`config.mk`:
```
export PLATFORM = sky130hd
export DESIGN_NAME = seq_ring_top
export DESIGN_NICKNAME = d
export VERILOG_FILES = /design/src/rtl/seq_ring_pkg.sv /design/src/rtl/seq_ring_slot.sv /design/src/rtl/seq_ring_ptr.sv /design/src/rtl/seq_ring_top.sv
export SDC_FILE = /design/constraint.sdc
export NUM_CORES = 1
export LEC_CHECK = 0
export ABC_AREA = 0
export ABC_CLOCK_PERIOD_IN_PS = 2400
export BUFFER_PORTS_ARGS = -buffer_cell sky130_fd_sc_hd__buf_2
export CORE_UTILIZATION = 45
export DETAILED_ROUTE_END_ITERATION = 10
export GPL_TIMING_DRIVEN = 1
export SLEW_MARGIN = 20
export SYNTH_ARGS = -nofsm -noshare
export SYNTH_HDL_FRONTEND = slang
export SYNTH_SLANG_ARGS = --single-unit
```
`constraint.sdc`:
```
create_clock -name clk -period 2.4 [get_ports clk]
set_input_delay 0.48 -clock clk [delete_from_list [all_inputs] [get_ports clk]]
set_output_delay 0.48 -clock clk [all_outputs]
set_load 0.01 [all_outputs]
```
`src/rtl/seq_ring_pkg.sv`:
```
package seq_ring_pkg;

  typedef enum logic [1:0] {
    SLOT_FREE = 2'd0,
    SLOT_BUSY = 2'd1,
    SLOT_FIN  = 2'd2
  } slot_state_e;

  // Advance one position around a ring of n slots.
  function automatic int unsigned ring_step(input int unsigned idx, input int unsigned n);
    return (idx + 1 >= n) ? 0 : idx + 1;
  endfunction

  // Thread number of the oldest unretired thread.
  function automatic int unsigned oldest_tid(input int unsigned seq, input int unsigned occ,
                                             input int unsigned modulus);
    return (seq + modulus - (occ % modulus)) % modulus;
  endfunction

endpackage

```
`src/rtl/seq_ring_slot.sv`:
```
module seq_ring_slot
  import seq_ring_pkg::*;
#(
  parameter int TID_W = 4
) (
  input  logic             clk,
  input  logic             rst,
  input  logic             launch,
  input  logic [TID_W-1:0] launch_tid,
  input  logic             fin,
  input  logic             release_i,
  output slot_state_e      st_o,
  output logic [TID_W-1:0] tid_o
);

  always_ff @(posedge clk) begin
    if (rst) begin
      st_o  <= SLOT_FREE;
      tid_o <= '0;
    end else if (launch && st_o == SLOT_FREE) begin
      st_o  <= SLOT_BUSY;
      tid_o <= launch_tid;
    end else if (fin && st_o == SLOT_BUSY) begin
      st_o  <= SLOT_FIN;
    end else if (release_i && st_o == SLOT_FIN) begin
      st_o  <= SLOT_FREE;
    end
  end

  // the ring only launches into a free slot
  a_r2_launch_free: assert property (@(posedge clk) disable iff (rst)
    launch |-> st_o == SLOT_FREE);

  // a finished thread keeps its slot until released from the head
  a_r7_fin_held: assert property (@(posedge clk) disable iff (rst)
    (st_o == SLOT_FIN && !release_i) |=> st_o == SLOT_FIN);

  // done on a free slot does nothing
  a_r8_free_ignores_done: assert property (@(posedge clk) disable iff (rst)
    (st_o == SLOT_FREE && !launch) |=> st_o == SLOT_FREE);

  // the stored thread number only changes on launch
  a_r3_tid_stable: assert property (@(posedge clk) disable iff (rst)
    !launch |=> $stable(tid_o));

endmodule

```
`src/rtl/seq_ring_ptr.sv`:
```
module seq_ring_ptr
  import seq_ring_pkg::*;
#(
  parameter int N  = 4,
  parameter int SW = 2,
  parameter int CW = 3
) (
  input  logic          clk,
  input  logic          rst,
  input  logic          adv_tail,
  input  logic          adv_head,
  output logic [SW-1:0] head_o,
  output logic [SW-1:0] tail_o,
  output logic [CW-1:0] count_o
);

  always_ff @(posedge clk) begin
    if (rst) begin
      head_o  <= '0;
      tail_o  <= '0;
      count_o <= '0;
    end else begin
      if (adv_tail) tail_o <= SW'(ring_step(int'(tail_o), N));
      if (adv_head) head_o <= SW'(ring_step(int'(head_o), N));
      if (adv_tail && !adv_head)      count_o <= count_o + 1'b1;
      else if (adv_head && !adv_tail) count_o <= count_o - 1'b1;
    end
  end

  // occupancy never exceeds the ring size
  a_r5_count_bound: assert property (@(posedge clk) disable iff (rst)
    count_o <= CW'(N));

  // nothing retires from an empty ring
  a_r6_no_retire_empty: assert property (@(posedge clk) disable iff (rst)
    adv_head |-> count_o != '0);

  // the tail steps to the next ring position
  a_r4_tail_step: assert property (@(posedge clk) disable iff (rst)
    adv_tail |=> tail_o == SW'(ring_step(int'($past(tail_o)), N)));

  // the head steps to the next ring position
  a_r6_head_step: assert property (@(posedge clk) disable iff (rst)
    adv_head |=> head_o == SW'(ring_step(int'($past(head_o)), N)));

  // an empty ring has head equal to tail
  a_r1_empty_aligned: assert property (@(posedge clk) disable iff (rst)
    count_o == '0 |-> head_o == tail_o);

endmodule

```
`src/rtl/seq_ring_top.sv`:
```
module seq_ring_top
  import seq_ring_pkg::*;
#(
  parameter int NUM_PE = 2,
  parameter int VSLOTS = 2,
  parameter int TID_W  = 4,
  localparam int N  = NUM_PE * VSLOTS,
  localparam int SW = (N > 1) ? $clog2(N) : 1,
  localparam int CW = $clog2(N + 1)
) (
  input  logic             clk,
  input  logic             rst,
  input  logic             alloc_req,
  output logic             alloc_gnt,
  output logic [N-1:0]     start_o,
  output logic [TID_W-1:0] start_tid_o,
  input  logic [N-1:0]     done_i,
  output logic             retire_o,
  output logic [TID_W-1:0] retire_tid_o,
  output logic [SW-1:0]    retire_slot_o
);

  localparam int TID_MOD = 1 << TID_W;

  logic [SW-1:0]    head, tail;
  logic [CW-1:0]    occ;
  logic [TID_W-1:0] seq_q;
  logic [N-1:0]     slot_free, slot_fin, slot_release;
  logic [TID_W-1:0] slot_tid [N];

  // named internal events
  logic alloc_fire, retire_fire;

  assign alloc_fire  = alloc_req && slot_free[tail];
  assign retire_fire = slot_fin[head];

  assign alloc_gnt     = alloc_fire;
  assign start_tid_o   = seq_q;
  assign retire_o      = retire_fire;
  assign retire_tid_o  = slot_tid[head];
  assign retire_slot_o = head;

  always_comb begin
    start_o      = '0;
    slot_release = '0;
    if (alloc_fire)  start_o[tail]      = 1'b1;
    if (retire_fire) slot_release[head] = 1'b1;
  end

  always_ff @(posedge clk) begin
    if (rst)             seq_q <= '0;
    else if (alloc_fire) seq_q <= seq_q + 1'b1;
  end

  for (genvar s = 0; s < N; s++) begin : g_slot
    slot_state_e st;
    seq_ring_slot #(.TID_W(TID_W)) u_slot (
      .clk       (clk),
      .rst       (rst),
      .launch    (start_o[s]),
      .launch_tid(seq_q),
      .fin       (done_i[s]),
      .release_i (slot_release[s]),
      .st_o      (st),
      .tid_o     (slot_tid[s])
    );
    assign slot_free[s] = (st == SLOT_FREE);
    assign slot_fin[s]  = (st == SLOT_FIN);
  end

  seq_ring_ptr #(.N(N), .SW(SW), .CW(CW)) u_ptr (
    .clk     (clk),
    .rst     (rst),
    .adv_tail(alloc_fire),
    .adv_head(retire_fire),
    .head_o  (head),
    .tail_o  (tail),
    .count_o (occ)
  );

  // at most one launch strobe
  a_r2_start_onehot: assert property (@(posedge clk) disable iff (rst)
    $onehot0(start_o));

  // a full ring grants nothing
  a_r5_full_blocks: assert property (@(posedge clk) disable iff (rst)
    occ == CW'(N) |-> !alloc_gnt);

  // each grant consumes exactly one sequence number
  a_r3_seq_step: assert property (@(posedge clk) disable iff (rst)
    alloc_fire |=> seq_q == $past(seq_q) + 1'b1);

  // the retiring thread is always the oldest one issued
  a_r6_retire_oldest: assert property (@(posedge clk) disable iff (rst)
    retire_o |-> retire_tid_o == TID_W'(oldest_tid(int'(seq_q), int'(occ), TID_MOD)));

endmodule

```
==> flow_summary.json <==
{
  "place.detailed.hpwl_um": 2560,
  "buffer_count_from_post_cts_setup_fixing": 0,
  "gp_congestion": 0.825,
  "n_fill_cell": 357,
  "timing_worst_slew_pin_value_ns": 0.558,
  "worstSetupPathType": "flop to primary output",
  "cts_resized": 0,
  "cp_top_family": "flip-flops",
  "finish.cell_count_without_fillers": 241,
  "ys_async_sr_fraction_pct": 0,
  "finalSetupViolations": 0,
  "synth_simple_gate_area_share_pct": 20.0,
  "synth_largest_type_area_fraction_pct": 37.0,
  "number_of_antenna_violations_at_the_first_check_in_global_routing": 0,
  "placedCellCount": 233,
  "muxShareOfSynthArea_pct": 16.3,
  "worst_slew_margin_rel_pct": 62.8,
  "number_of_nets_produced_by_synthesis": 192,
  "shortest_clock_period_the_worst_path_allows_after_layout_ns": 2.27,
  "post_route_cells_drive_above_1_share_pct": 21.8,
  "flow.area_growth_from_synthesis_pct": 10.8,
  "gr-total-overflow": 0,
  "drc": 0,
  "number_of_i_o_port_buffers": 22,
  "synth_adder_area_share_pct": 7.22,
  "power-per-cell-area_nw_per_um2": 749,
  "cap_violations": 0,
  "synth_sequential_area_ratio_pct": 37.0,
  "setup.worst_path.end_class": "primary output",
  "grt_setup_unrepaired": "false",
  "cts_inserted_buffers": 5,
  "synth.top_cells.by_area": "sky130_fd_sc_hd__dfxtp_1 (37%), sky130_fd_sc_hd__mux2i_1 (9.8%), sky130_fd_sc_hd__ha_1 (7.2%)",
  "grt_max_degree": 39,
  "htree_levels": 2,
  "dominantRegCellSynth": "sky130_fd_sc_hd__dfxtp_1",
  "clock_tree.buffer_depth": 2,
  "worstPathCellList": "inv_2 -> mux4_2 -> buf_2",
  "count_of_final_hold_check_violations": 0,
  "routed_wl_um": 3590,
  "total_power_mw": 1.44,
  "critical_path_buf_inv_count": 2,
  "grt_pass1_vias": 1257,
  "use_met1_pct": 25.0,
  "clock-skew-final_ns": 0.00365,
  "final.period_utilization_pct": 94.5,
  "sequential_cell_area_sq_um": 641,
  "core.rowCount": 22,
  "grt.busiest_layer": "met2",
  "yosysWarnings": 0,
  "synth_area_sq_um": 1730,
  "insertion_delay_ns": 0.28,
  "required_ns": 1.92,
  "synth_top_family_by_area": "simple AND/OR/NAND/NOR gates",
  "grtUsageMet3_pct": 6.96,
  "min_path_type": "flop to flop",
  "grt_first_pass_wirelength_um": 5950,
  "globalRouteMet2Util_pct": 29.7,
  "nNetsFinal": 209,
  "post_cts_hold_buffer_count": 0,
  "timing.fmax_mhz": 441,
  "dieHeight_um": 64.1,
  "crit_slowest_cell": "sky130_fd_sc_hd__dfxtp_1",
  "synth_top_area_cell": "sky130_fd_sc_hd__dfxtp_1",
  "numClockSinks": 32,
  "report.final.slew_viol_count": 0,
  "run_status": "finished, final reports clean",
  "overall_via_count_from_detail_route": 1308,
  "postSynthAreaPerCell_sq_um": 9.90,
  "grt_util_all_layers_pct": 19.6,
  "arrival_ns": 1.79,
  "synth_cells": 175,
  "synth_compound_gate_area_share_pct": 12.2,
  "detail_routed_net_length_per_standard_cell_um": 14.9,
  "synth_cell_type_count": 39,
  "drtPass1Iterations": 4,
  "synth_register_bits": 32,
  "fp.dieArea_sq_um": 4100,
  "timing.critical_path.from_type": "flop",
  "tritoncts": "done",
  "num_io_pins": 23,
  "fin_setup_tns_ns": 0,
  "synth-xor-area-share_pct": 0,
  "clk_pin_slew_worst_paths_ns": 0.06,
  "final_antenna_net_count": 0,
  "die_width_um": 64.1,
  "path_max_fanout": 12,
  "vdd_ir_drop_max_mv": 0.458,
  "cts_root_buf": "sky130_fd_sc_hd__clkbuf_8",
  "multiInputGateArea_sq_um": 966,
  "leakage_nw": 0.872,
  "num_antenna_cells": 0,
  "drt_first_iter_violations": 69,
  "route.detailed.vias_per_inst": 5.43,
  "core_area_sq_um": 3690,
  "starting_density_of_the_core_pct": 47.0,
  "timing.critical_path.slowest_cell_delay_ns": 0.64,
  "edff_count_synth": 0
}
final timing paths:
path / startpoint / end / slack (ns) / cells past startpoint
setup reg to reg: u_ptr.tail_o[0] / g_slot[3].u_slot.tid_o[0] / 0.54 / 4
hold / removal: g_slot[0].u_slot.tid_o[2] / g_slot[0].u_slot.tid_o[2] / 0.47 / 2
setup / recovery: u_ptr.head_o[0] / retire_o / 0.13 / 3
hold reg to reg: g_slot[0].u_slot.tid_o[2] / g_slot[0].u_slot.tid_o[2] / 0.47 / 2
through the flow:
stage | util (%) | area, sq um | setup slack [ns] | hold slack [ns]
5_1_grt | 52.0 | 1920 | 0.00911 | 0.500
3_5_place_dp | 49.6 | 1830 | 0.428 | 0.468
3_3_place_gp | 49.6 | 1830 | 0.465 | 0.463
2_1_floorplan | - | 1730 | 0.499 | 0.449
6_report | 52.0 | 1920 | 0.133 | 0.474
4_1_cts | 52.0 | 1920 | 0.121 | 0.478
flip-flops by register name (all words and copies together), names as in the netlist:
register             cells
g_slot.u_slot.st_o       8
g_slot.u_slot.tid_o     16
start_tid_o              4
u_ptr.head_o             2
u_ptr.tail_o             2
cell usage in the layout, fill, tap and decap left out, drive strengths merged, types with 2 or more instances in the layout:
master,count
nor2,9
clkbuf,8
nand3,3
a31o,2
nor2b,3
o31ai,2
a21oi,10
a311oi,4
o21ai,6
buf,23
mux2i,17
inv,12
a31oi,2
nand2,3
ha,10
nand2b,20
nand4,3
mux4,5
dfxtp,32
and3,5
nor3,4
synthesized netlist by cell type, types with 3 or more instances:
cell type,count
sky130_fd_sc_hd__clkbuf_1,3
sky130_fd_sc_hd__a21oi_1,10
sky130_fd_sc_hd__inv_1,11
sky130_fd_sc_hd__nor3_1,4
sky130_fd_sc_hd__and3_1,5
sky130_fd_sc_hd__nor2_1,9
sky130_fd_sc_hd__a311oi_1,4
sky130_fd_sc_hd__dfxtp_1,32
sky130_fd_sc_hd__nand3_1,3
sky130_fd_sc_hd__nor2b_1,3
sky130_fd_sc_hd__ha_1,10
sky130_fd_sc_hd__o21ai_0,6
sky130_fd_sc_hd__mux2i_1,17
sky130_fd_sc_hd__nand2b_1,20
sky130_fd_sc_hd__buf_4,6
sky130_fd_sc_hd__mux4_2,5
tightest hold or removal path, delay by kind of cell (launching register included):
kind	cells	cell delay [ns]
flops	1	0.31
mux	1	0.06
simple gates	1	0.06
report_power, final:
group | switching, mW | internal [mW]
combinational | 0.223 | 0.157
clock | 0.193 | 0.234
sequential | 0.0616 | 0.570
layout make-up:
cell class / count / area share [%]
Sequential cell: 32 / 33.4
Inverter: 12 / 2.35
Clock buffer: 8 / 4.69
Tap cell: 48 / 3.13
Timing Repair Buffer: 23 / 6.13
Multi-Input combinational cell: 118 / 50.3
metal layers:
layer / vias up / share of wire [%]
li1: 649 / -
met1: 618 / 47
met2: 31 / 46
met3: 10 / 4.6
met4: 0 / 2.2
met5: - / 0
logic make-up (layout without fill, tap and decap cells):
logic type      count (synthesis)  after routing
simple gates                   55             55
flops                          32             32
compound gates                 31             31
buf+inv                        25             43
mux                            22             22
fa+ha+maj                      10             10
(Power assumes the default switching activity.)
